===== config.mk =====
export PLATFORM = sky130hd
export DESIGN_NAME = spi_regfile_ctrl
export DESIGN_NICKNAME = d
export VERILOG_FILES = /design/src/rtl/spi_regfile_pkg.sv /design/src/rtl/spi_frame_ctrl.sv /design/src/rtl/spi_reg_bank.sv /design/src/rtl/spi_regfile_ctrl.sv
export SDC_FILE = /design/constraint.sdc
export NUM_CORES = 1
export LEC_CHECK = 0
export BUFFER_PORTS_ARGS = -buffer_cell sky130_fd_sc_hd__clkbuf_2
export CORE_MARGIN = 2
export CORE_UTILIZATION = 60
export CTS_CLUSTER_DIAMETER = 200
export DETAILED_ROUTE_END_ITERATION = 10
export HOLD_SLACK_MARGIN = 0.06
export PLACE_DENSITY = 0.83
export SLEW_MARGIN = 20
export SYNTH_ARGS = -nofsm -noshare
export SYNTH_HDL_FRONTEND = slang
export SYNTH_SLANG_ARGS = --single-unit
export TNS_END_PERCENT = 10

===== constraint.sdc =====
create_clock -name clk -period 4 [get_ports clk]
set_input_delay 1.2 -clock clk [delete_from_list [all_inputs] [get_ports clk]]
set_output_delay 1.2 -clock clk [all_outputs]
set_load 0.005 [all_outputs]

===== src/rtl/spi_regfile_pkg.sv =====
package spi_regfile_pkg;

  localparam int REG_W = 24;
  localparam int GPO_N = 4;
  localparam int TX_W  = 32;

  typedef enum logic [2:0] {
    A_STAT = 3'd0,
    A_MODE = 3'd1,
    A_CFG  = 3'd2,
    A_DATA = 3'd3,
    A_ID   = 3'd4,
    A_GPO  = 3'd5,
    A_OFS  = 3'd6,
    A_GAIN = 3'd7
  } regAddrT;

  localparam logic [REG_W-1:0] MODE_RST = 24'h080060;
  localparam logic [REG_W-1:0] CFG_RST  = 24'h000117;
  localparam logic [REG_W-1:0] OFS_RST  = 24'h800000;
  localparam logic [REG_W-1:0] GAIN_RST = 24'h555555;

  // writable-bit masks (reserved bits forced to zero)
  localparam logic [REG_W-1:0] MODE_KEEP = 24'hFFAFFF;
  localparam logic [REG_W-1:0] CFG_KEEP  = 24'h90FFDF;
  localparam logic [7:0]       GPO_KEEP  = 8'h7F;

  typedef struct packed {
    logic             loadTx;
    logic             shiftTx;
    logic             wrEn;
    logic             dataRdDone;
    logic             readActive;
    logic             syncLow;
    regAddrT          addr;
    logic [REG_W-1:0] wrData;
  } ctrlStrobeT;

  function automatic logic isNarrow(regAddrT a);
    return (a == A_STAT) || (a == A_ID) || (a == A_GPO);
  endfunction

endpackage


===== src/rtl/spi_frame_ctrl.sv =====
module spi_frame_ctrl
  import spi_regfile_pkg::*;
#(
  parameter int PD_CYCLES = 4080
) (
  input  logic       clk,
  input  logic       rstN,
  input  logic       csN,
  input  logic       sclk,
  input  logic       din,
  input  logic       syncN,
  input  logic       datusEn,
  output ctrlStrobeT strb,
  output logic       csActive,
  output logic       powerDown
);

  localparam int PDW = $clog2(PD_CYCLES + 1);
  localparam logic [PDW-1:0] PD_LIM = PDW'(PD_CYCLES);

  typedef enum logic [1:0] {F_CMD, F_WR, F_RD, F_SKIP} frameStT;

  logic csM, csS, sckM, sckS, sckP, dinM, dinS, synM, synS;
  frameStT st;
  logic [5:0] bitCnt;
  logic [6:0] cmdSh;
  logic [22:0] wrSh;
  regAddrT addrQ;
  logic [PDW-1:0] pdCnt;

  logic sckRise, sckFall, cmdOk, lastBit;
  logic [7:0] cmdNext;
  logic [5:0] wrLen, rdLen, curLen;

  always_ff @(posedge clk or negedge rstN) begin
    if (!rstN) begin
      csM <= 1'b1; csS <= 1'b1;
      sckM <= 1'b1; sckS <= 1'b1; sckP <= 1'b1;
      dinM <= 1'b0; dinS <= 1'b0;
      synM <= 1'b1; synS <= 1'b1;
    end else begin
      csM <= csN;   csS <= csM;
      sckM <= sclk; sckS <= sckM; sckP <= sckS;
      dinM <= din;  dinS <= dinM;
      synM <= syncN; synS <= synM;
    end
  end

  assign sckRise = sckS & ~sckP;
  assign sckFall = ~sckS & sckP;
  assign cmdNext = {cmdSh, dinS};
  assign cmdOk   = ~cmdNext[7] & (cmdNext[2:0] == 3'b000);
  assign wrLen   = isNarrow(addrQ) ? 6'd8 : 6'd24;
  assign rdLen   = ((addrQ == A_DATA) && datusEn) ? 6'd32 : wrLen;
  assign curLen  = (st == F_RD) ? rdLen : wrLen;
  assign lastBit = (bitCnt == curLen - 6'd1);

  always_ff @(posedge clk or negedge rstN) begin
    if (!rstN) begin
      st <= F_CMD;
      bitCnt <= '0;
      cmdSh <= '0;
      wrSh <= '0;
      addrQ <= A_STAT;
    end else if (csS) begin
      st <= F_CMD;
      bitCnt <= '0;
    end else if (sckRise) begin
      case (st)
        F_CMD: begin
          cmdSh <= cmdNext[6:0];
          if (bitCnt == 6'd7) begin
            bitCnt <= '0;
            addrQ <= regAddrT'(cmdNext[5:3]);
            st <= !cmdOk ? F_SKIP : (cmdNext[6] ? F_RD : F_WR);
          end else begin
            bitCnt <= bitCnt + 6'd1;
          end
        end
        F_WR: begin
          wrSh <= {wrSh[21:0], dinS};
          if (lastBit) st <= F_SKIP;
          else bitCnt <= bitCnt + 6'd1;
        end
        F_RD: begin
          if (lastBit) st <= F_SKIP;
          else bitCnt <= bitCnt + 6'd1;
        end
        default: ;
      endcase
    end
  end

  always_comb begin
    strb = '0;
    strb.addr       = (st == F_CMD) ? regAddrT'(cmdNext[5:3]) : addrQ;
    strb.loadTx     = ~csS & sckRise & (st == F_CMD) & (bitCnt == 6'd7) & cmdOk & cmdNext[6];
    strb.shiftTx    = ~csS & sckFall & (st == F_RD);
    strb.wrEn       = ~csS & sckRise & (st == F_WR) & lastBit;
    strb.wrData     = {wrSh, dinS};
    strb.dataRdDone = ~csS & sckRise & (st == F_RD) & lastBit & (addrQ == A_DATA);
    strb.readActive = ~csS & (st == F_RD);
    strb.syncLow    = ~synS;
  end

  assign csActive = ~csS;

  always_ff @(posedge clk or negedge rstN) begin
    if (!rstN) pdCnt <= '0;
    else if (synS) pdCnt <= '0;
    else if (pdCnt != PD_LIM) pdCnt <= pdCnt + 1'b1;
  end

  assign powerDown = ~synS & (pdCnt == PD_LIM);

endmodule


===== src/rtl/spi_reg_bank.sv =====
module spi_reg_bank
  import spi_regfile_pkg::*;
#(
  parameter logic [7:0] ID_VALUE = 8'h50
) (
  input  logic             clk,
  input  logic             rstN,
  input  ctrlStrobeT       strb,
  input  logic             resWr,
  input  logic [REG_W-1:0] resData,
  input  logic [3:0]       resChan,
  input  logic             resErr,
  input  logic             resNoRef,
  input  logic [GPO_N-1:0] gpioIn,
  output logic [REG_W-1:0] modeReg,
  output logic [REG_W-1:0] cfgReg,
  output logic [REG_W-1:0] offsetReg,
  output logic [REG_W-1:0] gainReg,
  output logic [7:0]       gpoReg,
  output logic [GPO_N-1:0] gpoOe,
  output logic [7:0]       statusByte,
  output logic             doutVal
);

  logic [REG_W-1:0] dataQ;
  logic [3:0] chdQ;
  logic errQ, norefQ, drdyN, txBit;
  logic [TX_W-1:0] txSh, rdVal;
  logic calWrOk, parity;
  logic [GPO_N-1:0] pinRead;

  assign calWrOk = (modeReg[23:22] == 2'b01);
  assign parity  = modeReg[13] & (^dataQ);
  assign statusByte = {drdyN, errQ, norefQ, parity, chdQ};

  for (genvar g = 0; g < GPO_N; g++) begin : g_pin
    assign gpoOe[g]   = gpoReg[4 + g/2];
    assign pinRead[g] = gpoOe[g] ? gpioIn[g] : gpoReg[g];
  end

  always_ff @(posedge clk or negedge rstN) begin
    if (!rstN) begin
      modeReg <= MODE_RST;
      cfgReg <= CFG_RST;
      offsetReg <= OFS_RST;
      gainReg <= GAIN_RST;
      gpoReg <= '0;
    end else if (strb.wrEn) begin
      case (strb.addr)
        A_MODE: modeReg <= strb.wrData & MODE_KEEP;
        A_CFG:  cfgReg <= strb.wrData & CFG_KEEP;
        A_GPO:  gpoReg <= strb.wrData[7:0] & GPO_KEEP;
        A_OFS:  if (calWrOk) offsetReg <= strb.wrData;
        A_GAIN: if (calWrOk) gainReg <= strb.wrData;
        default: ;
      endcase
    end
  end

  always_ff @(posedge clk or negedge rstN) begin
    if (!rstN) begin
      dataQ <= '0;
      chdQ <= '0;
      errQ <= 1'b0;
      norefQ <= 1'b0;
      drdyN <= 1'b1;
    end else if (resWr) begin
      dataQ <= resData;
      chdQ <= resChan;
      errQ <= resErr;
      norefQ <= resNoRef & cfgReg[6];
      drdyN <= 1'b0;
    end else if (strb.dataRdDone) begin
      drdyN <= 1'b1;
    end
  end

  always_comb begin
    case (strb.addr)
      A_STAT: rdVal = {statusByte, 24'h0};
      A_MODE: rdVal = {modeReg, 8'h0};
      A_CFG:  rdVal = {cfgReg, 8'h0};
      A_DATA: rdVal = modeReg[20] ? {dataQ, statusByte} : {dataQ, 8'h0};
      A_ID:   rdVal = {ID_VALUE, 24'h0};
      A_GPO:  rdVal = {gpoReg[7:4], pinRead, 24'h0};
      A_OFS:  rdVal = {offsetReg, 8'h0};
      A_GAIN: rdVal = {gainReg, 8'h0};
      default: rdVal = '0;
    endcase
  end

  always_ff @(posedge clk or negedge rstN) begin
    if (!rstN) begin
      txSh <= '0;
      txBit <= 1'b1;
    end else if (strb.loadTx) begin
      txSh <= rdVal;
    end else if (strb.shiftTx) begin
      txBit <= txSh[TX_W-1];
      txSh <= {txSh[TX_W-2:0], 1'b0};
    end
  end

  assign doutVal = strb.syncLow ? 1'b1 : (strb.readActive ? txBit : drdyN);

endmodule


===== src/rtl/spi_regfile_ctrl.sv =====
module spi_regfile_ctrl
  import spi_regfile_pkg::*;
#(
  parameter int         PD_CYCLES = 4080,
  parameter logic [7:0] ID_VALUE  = 8'h50
) (
  input  logic             clk,
  input  logic             rstN,
  input  logic             csN,
  input  logic             sclk,
  input  logic             din,
  input  logic             syncN,
  input  logic             resWr,
  input  logic [REG_W-1:0] resData,
  input  logic [3:0]       resChan,
  input  logic             resErr,
  input  logic             resNoRef,
  input  logic [GPO_N-1:0] gpioIn,
  output logic             doutVal,
  output logic             doutOe,
  output logic [REG_W-1:0] modeReg,
  output logic [REG_W-1:0] cfgReg,
  output logic [REG_W-1:0] offsetReg,
  output logic [REG_W-1:0] gainReg,
  output logic [GPO_N-1:0] gpoVal,
  output logic [GPO_N-1:0] gpoOe,
  output logic             bridgeSw,
  output logic             filterRst,
  output logic             powerDown
);

  ctrlStrobeT strb;
  logic [7:0] gpoReg;
  logic [7:0] statusByte;

  spi_frame_ctrl #(.PD_CYCLES(PD_CYCLES)) u_ctrl (
    .clk(clk), .rstN(rstN), .csN(csN), .sclk(sclk), .din(din), .syncN(syncN),
    .datusEn(modeReg[20]), .strb(strb), .csActive(doutOe), .powerDown(powerDown)
  );

  spi_reg_bank #(.ID_VALUE(ID_VALUE)) u_bank (
    .clk(clk), .rstN(rstN), .strb(strb), .resWr(resWr), .resData(resData),
    .resChan(resChan), .resErr(resErr), .resNoRef(resNoRef), .gpioIn(gpioIn),
    .modeReg(modeReg), .cfgReg(cfgReg), .offsetReg(offsetReg), .gainReg(gainReg),
    .gpoReg(gpoReg), .gpoOe(gpoOe), .statusByte(statusByte), .doutVal(doutVal)
  );

  assign gpoVal    = gpoReg[GPO_N-1:0];
  assign bridgeSw  = gpoReg[6];
  assign filterRst = strb.syncLow;

endmodule


# Yosys cells after proc, flatten, opt, wreduce, memory -nomap -nowiden
# Index checks and enable logic that the tools add are counted.
[classes]
addsub = 3
muxes = 30
reduce_logical = 25
n_bitwise = 25
n_eq_ne = 20
[op_table]
columns = ["operator", "n"]
rows = [
  ["$pmux 32 s8", 1],
  ["$mux 32", 2],
  ["$mux 6", 6],
  ["$mux 12", 2],
  ["$reduce_xor 24->1", 1],
  ["$and 1x1->1", 19],
  ["$eq 3x3->1 const B", 6],
  ["$reduce_and 3->1", 5],
  ["$add 12x1->12 const B", 1],
  ["$eq 12x12->1 const B", 1],
  ["$mux 2", 6],
  ["$ne 12x12->1 const B", 1],
  ["$pmux 6 s2", 1],
  ["$eq 3x2->1 const B", 3],
  ["$logic_not 3->1", 3],
  ["$mux 1", 8],
  ["$mux 8", 1],
  ["$reduce_and 2->1", 4],
  ["$reduce_and 4->1", 2],
  ["$reduce_bool 2->1", 4],
  ["$add 6x1->6 const B", 1],
  ["$eq 6x3->1 const B", 1],
  ["$eq 6x6->1", 1],
  ["$ne 3x1->1 const B", 2],
  ["14 further kinds", 21],
]
[totals]
register_bits = 220
in_bits = 41
word_cells = 130
output_inout_bits = 109

# Depth between registers and ports, before layout
[depth]
ltp_word = 12
depth_mapped = 12

# Cells and area by module
# A second synthesis with hierarchy kept.
[hier_totals]
cells_unflattened = 827
area_unflattened_um2 = 10522.6
[by_module_without_submodules]
columns = ["mod", "area_each_um2", "n_inst", "cells_each"]
rows = [
  ["spi_reg_bank", 7517.2, 1, 581],
  ["spi_frame_ctrl", 3005.4, 1, 246],
]

# Least setup slack after synthesis
# OpenSTA, ideal clock, no wires.
[synth_timing]
kind = "register to register"
from = "register u_ctrl.st[0]"
to = "register u_bank.modeReg[10]"
setup_slack_ns = 1.536
path_stages_with_launch = 9
required_ns = 3.875
period_less_slack_ns = 2.464
arrival_ns = 2.339
path_buffers = 2
path_cell_list = "dfrtp_1 > inv_1 > ha_1 > buf_4 > mux2i_1 > nor2_1 > nand3_2 > buf_2 > mux2_2"
[synth_via]
elab_chain_len = 6
[synth_rtl]
columns = ["element", "line_no", "source"]
rows = [
  ["start, declared", "spi_frame_ctrl.sv:24", "frameStT st;"],
  ["start signal, assigned", "spi_frame_ctrl.sv:75", "st <= !cmdOk ? F_SKIP : (cmdNext[6] ? F_RD : F_WR);"],
  ["$eq 2x2->1", "spi_frame_ctrl.sv:55", "assign curLen = (st == F_RD) ? rdLen : wrLen;"],
  ["$mux 6", "spi_frame_ctrl.sv:55", ""],
  ["$sub 6x1->6", "spi_frame_ctrl.sv:56", "assign lastBit = (bitCnt == curLen - 6'd1);"],
  ["$eq 6x6->1", "spi_frame_ctrl.sv:56", ""],
  ["$and 1x1->1", "spi_frame_ctrl.sv:99", "strb.wrEn = ~csS & sckRise & (st == F_WR) & lastBit;"],
  ["$reduce_and 2->1 (no source line) (*)", "n/a", ""],
  ["end signal, assigned", "spi_reg_bank.sv:50", "A_MODE: modeReg <= strb.wrData & MODE_KEEP;"],
  ["end, declared", "spi_reg_bank.sv:15", "output logic [REG_W-1:0] modeReg,"],
]
# Mark *: on every way between the ends. The rest lies on a longest branch, timed or not.
# A chain may end at the register's enable or synchronous reset.

# Final worst setup path
[layout_timing]
from = "register u_ctrl.st[1]"
to = "register u_bank.txSh[13]"
[layout_via]
elab_chain_len = 6
[layout_rtl]
columns = ["element", "line_no", "source"]
rows = [
  ["parallel branches: the longest is 6 deep, another holds $pmux 32 s8", "n/a", ""],
  ["end signal, assigned", "spi_reg_bank.sv:97", "txSh <= rdVal;"],
  ["end signal, assigned", "spi_reg_bank.sv:100", "txSh <= {txSh[TX_W-2:0], 1'b0};"],
  ["end, declared", "spi_reg_bank.sv:28", "logic [TX_W-1:0] txSh, rdVal;"],
]
# Several ways; the timed one is not identified.

==> summary by stage <==
Worst setup path
The maximum fanout along the worst path is 20. The cell that appears most often on the critical path is sky130_fd_sc_hd__nand2_1. STA classifies the critical path startpoint as a register. The worst setup path is of the register to register kind. The signal on the critical path passes through inv_1, ha_1, mux2_2, nor2_1, nand2_1, nand2_1, a21oi_1, a221o_1. The required time at the worst-slack endpoint is around 4.4 ns. The highest-delay cell along the critical path is sky130_fd_sc_hd__mux2_2.

STA classifies the critical path endpoint as a register. In this design, the stage delay of the slowest critical-path cell is ~0.6 ns. The setup slack on the worst flop-to-flop path is between 0.5 and 0.6 ns. STA puts the critical path data arrival time at 3.83 ns.

Power and ir drop
Sequential cells burn roughly 43% of the power. Internal power comes to 3.89 mW. The leakage power is ~5.6 nW. Summed over all nets, the switching power comes to 1.67 mW. The proportion of power drawn by the clock network is 37.8%. The worst vdd rail ir drop is around 0.30 mV. For this design the ratio of total power to cell area is around 470 nW/um2. The fraction of power consumed by combinational cells is 19.4%. Net switching is 30.0% of the power.

STA
Setup repair after global routing left no endpoint under its margin. The worst path uses 86.5% of the clock period. Setup violations remaining at the end of the flow were counted as 0. The final clock skew is around 0.015 ns. The actual transition at the worst max-transition pin is 1.13 ns. Adding up every negative setup slack in the final design gives 0 ns. The count of final max-slew check failures is 0. Counting I/O delays and the setup requirement, the final critical path takes between 3 and 4 ns. The number of hold violations in the final report is 0. In this run the tightest slew margin relative to its limit is 24.5%.

Static timing analysis puts the maximum clock frequency at a little under 0.3 GHz. The tightest hold path in the finished design has a slack of between 0.3 and 0.4 ns.

Final layout
The finished cells cover 11800 um2. The filler cells instantiated in the layout total between 1000 and 1500. For this run, the post-layout net count is around 1000. The most common cell after layout, fill and taps aside is sky130_fd_sc_hd__dfrtp_1.

Of the cells placed in the final design, the portion with a size suffix greater than 1 is 38.5%. Measured on the finished design, the core utilization comes to 71.2%. Compared with the post-synthesis result, the final layout area differs by 15.8%. The repair_antennas step left the layout with diodes totalling 0. Leaving out fill and tap cells, the most frequent cells in the layout are sky130_fd_sc_hd__dfrtp_1 (190), sky130_fd_sc_hd__mux2_2 (147), sky130_fd_sc_hd__clkbuf_2 (139).

Clock tree
The library cell used as clock root buffer is sky130_fd_sc_hd__clkbuf_16. TritonCTS built the clock tree. The later pin in the worst-skew pair is clocked with a latency of 0.51 ns. Clock-pin slew was measured on the worst setup and hold paths at about 0.060 ns. The number of buffers inserted for hold repair after clock tree synthesis is 0. The number of clock buffers inserted by TritonCTS is 23.

After clock tree synthesis, the repair step resized 0 gates. The post-CTS setup buffer count is 0. CTS built an H-tree with a depth of 1.

The maximum root-to-sink buffer count is 3. Clock tree synthesis found a total of 220 sinks.

Synth
The post-synthesis simple-gate area fraction is between 10% and 20%. The fraction of synthesis flops using an asynchronous set or reset pin is 100%. The number of instances in the synthesized netlist is 860.

The synthesized design contains 220 register bits. Among all flip-flop cells after synthesis, the most frequent one is sky130_fd_sc_hd__dfrtp_1. The fraction of the mapped netlist area in compound gates is 8.82%.

After synthesis the cells add up to 10200 um2. The area share of fa/ha/maj cells after synthesis is less than 1%. In this run, synthesis inferred 0 flip-flops with an integrated enable.

Of the synthesized area, sequential elements account for 54.4%. The post-synthesis area per instance is 11.9 um2. Of the total synthesized cell area, the portion taken by XOR and XNOR cells is 2.88%. Synthesis instantiated 60 different standard cells from the library.

Of the post-synthesis cell area, the part taken by muxes is 19.1%. The largest family of logic cells by synthesized area is multiplexers. The count of warnings emitted by yosys is 0.

Global routing
The via count of the first global-routing pass came to 7620. The combined global-route utilization of all metal layers is 29.9%. After global routing the overflow that remains totals 0. The first global-routing pass estimated roughly 42000 um of wire.

Entering global routing, the biggest net connects 96 pins. The number of antenna violations at the first check in global routing is 0.

Place
Detailed placement finished with a half-perimeter wire length of around 17000 um. Once placement finished, the instance area stood at 11100 um2. The count of input and output buffers is 140. The global placer's final weighted congestion is 0.894.

Die
In this run the horizontal extent of the chip is 134 um. In this run the vertical extent of the chip is around 130 um. The area of the die is 18000 um2. The number of placement rows is 47. The region available for standard cell placement spans about 17000 um2. The boundary pin count is 150. The initial standard-cell utilization of the core is 61.5%.

Route
The iteration-0 DRC count of the detailed router is 832. The total via count in the routed design is about 7600. In this run the remaining antenna-violating nets after routing total 0.

The routed length per placed instance is between 20 and 25 um. The mean number of vias per cell is 6.23. For this run, design rule violations remaining after detail routing come to 0. The final layout contains routed wiring with a total length of about 26000 um. The number of detailed-route iterations in the first pass is 5.

Run
The number of max-capacitance violations reported is 0.

Run status
The flow ran to the end, and the final reports show no timing, DRC or antenna violations.

Hold path
The type of the most critical hold path is register to register.
-- path summary, 6_finish.rpt --
| check | start | to | depth (start not counted) |
|---|---|---|---|
| hold / removal | u_ctrl.dinM | u_ctrl.dinS | 0 |
| setup reg to reg | u_ctrl.st[1] | u_bank.txSh[13] | 8 |
| hold reg to reg | u_ctrl.dinM | u_ctrl.dinS | 0 |
| setup / recovery | u_ctrl.st[1] | u_bank.txSh[13] | 8 |
| min in group asynchronous | rstN | u_ctrl.wrSh[0] | 1 |
| max in group asynchronous | rstN | u_ctrl.synM | 2 |
-- synth_stat cells (2+ instances only) --
master                     number  area share [%]
sky130_fd_sc_hd__ha_1           7            0.86
sky130_fd_sc_hd__mux2i_1       13             1.3
sky130_fd_sc_hd__mux2_2       147              16
sky130_fd_sc_hd__clkbuf_1      27            0.99
sky130_fd_sc_hd__and3b_1        2            0.17
sky130_fd_sc_hd__o221ai_1       7            0.60
sky130_fd_sc_hd__xor2_1         8            0.69
sky130_fd_sc_hd__nor2_1        35             1.3
sky130_fd_sc_hd__a311oi_1       3            0.26
sky130_fd_sc_hd__a32oi_1        2            0.17
sky130_fd_sc_hd__nor3_1         4            0.20
sky130_fd_sc_hd__and3_1         5            0.31
sky130_fd_sc_hd__buf_4         13            0.96
sky130_fd_sc_hd__a22oi_1       12            0.88
sky130_fd_sc_hd__buf_1          8            0.29
sky130_fd_sc_hd__a221o_1       10            0.98
sky130_fd_sc_hd__dfrtp_1      190              47
sky130_fd_sc_hd__nand2b_1       3            0.18
sky130_fd_sc_hd__buf_2          5            0.25
sky130_fd_sc_hd__or3_1          4            0.25
sky130_fd_sc_hd__dfstp_2       30             7.7
sky130_fd_sc_hd__nand2_1      105             3.9
sky130_fd_sc_hd__nor4_4         2            0.42
sky130_fd_sc_hd__o21ai_0       39             1.9
sky130_fd_sc_hd__mux4_2         3            0.66
sky130_fd_sc_hd__xnor2_1       23             2.0
sky130_fd_sc_hd__nand3_1       39             1.9
sky130_fd_sc_hd__a211oi_1       4            0.29
sky130_fd_sc_hd__nand3b_1       2            0.15
sky130_fd_sc_hd__a221oi_1       5            0.43
sky130_fd_sc_hd__nor2b_1        3            0.18
sky130_fd_sc_hd__nand4_1        4            0.25
sky130_fd_sc_hd__a211o_1        5            0.43
sky130_fd_sc_hd__inv_1         16            0.59
sky130_fd_sc_hd__mux2_1         8            0.88
sky130_fd_sc_hd__a21oi_1       39             1.9
sky130_fd_sc_hd__buf_6          5            0.55
-- sequential cells by signal, summed over array words and instances, names as in the netlist, 2 cells and up --
register and count:
u_bank.gainReg 24, u_ctrl.wrSh 23, u_bank.cfgReg 17, u_bank.chdQ 4, u_ctrl.pdCnt 12, u_ctrl.bitCnt 6
u_ctrl.addrQ 3, u_bank.offsetReg 24, u_bank.dataQ 24, u_ctrl.st 2, u_bank.txSh 32, u_bank.gpoReg 7
u_bank.modeReg 22, u_ctrl.cmdSh 7
-- cells by family (layout without fill, tap and decap cells) --
group / after synthesis / in the layout
other: 1 / 9
buffers and inverters: 74 / 213
AO/OA/AOI/OAI: 136 / 136
flip-flops: 220 / 220
multiplexers: 171 / 171
AND/OR/NAND/NOR: 219 / 219
adder cells (fa/ha/maj): 7 / 7
XOR/XNOR: 32 / 32
-- worst max-delay path: cells and delay by family (launching register included) --
kind / cells / cell delay, ns
multiplexers: 1 / 0.59
AND/OR/NAND/NOR: 3 / 1.26
buffers and inverters: 1 / 0.10
adder cells (fa/ha/maj): 1 / 0.44
flip-flops: 1 / 0.42
AO/OA/AOI/OAI: 2 / 0.50
-- power groups by stage --
stage,Sequential [mW],Combinational (mW),Clock [mW]
finish,2.38,1.07,2.10
global route,2.38,1.15,2.21
global placement,2.41,1.01,0
floorplan,2.38,0.705,0
CTS,2.37,1.05,2.12
detailed placement,2.41,1.03,0
-- area by class of cell --
type	instances	area, um2	share of cell area (%)
clock buffer	33	673	5.70
clock inverter	8	65.1	0.551
inverter	16	60.1	0.509
multi-input combinational	574	4330	36.7
sequential	220	5540	47.0
tap	220	275	2.33
timing repair buffer	156	856	7.25
-- metal layers --
layer / up-vias / share of wire, % / GRT usage, %
met1: 3850 / 40 / 41.3
met4: 0 / 2.8 / 9.12
met2: 429 / 48 / 48.4
met5: - / 0 / 0
li1: 3302 / - / -
met3: 68 / 8.9 / 5.86
-- through the flow --
step | std cells | total power, mW | setup slack [ns]
after floorplan | 868 | 3.08 | 1.54
after global placement | 1186 | 3.42 | 0.799
after detailed placement | 1186 | 3.44 | 0.649
after CTS | 1227 | 5.54 | 0.562
after global routing | 1227 | 5.74 | 0.308
final | 1227 | 5.55 | 0.540
Note: power is estimated with default switching activity, not from simulation.
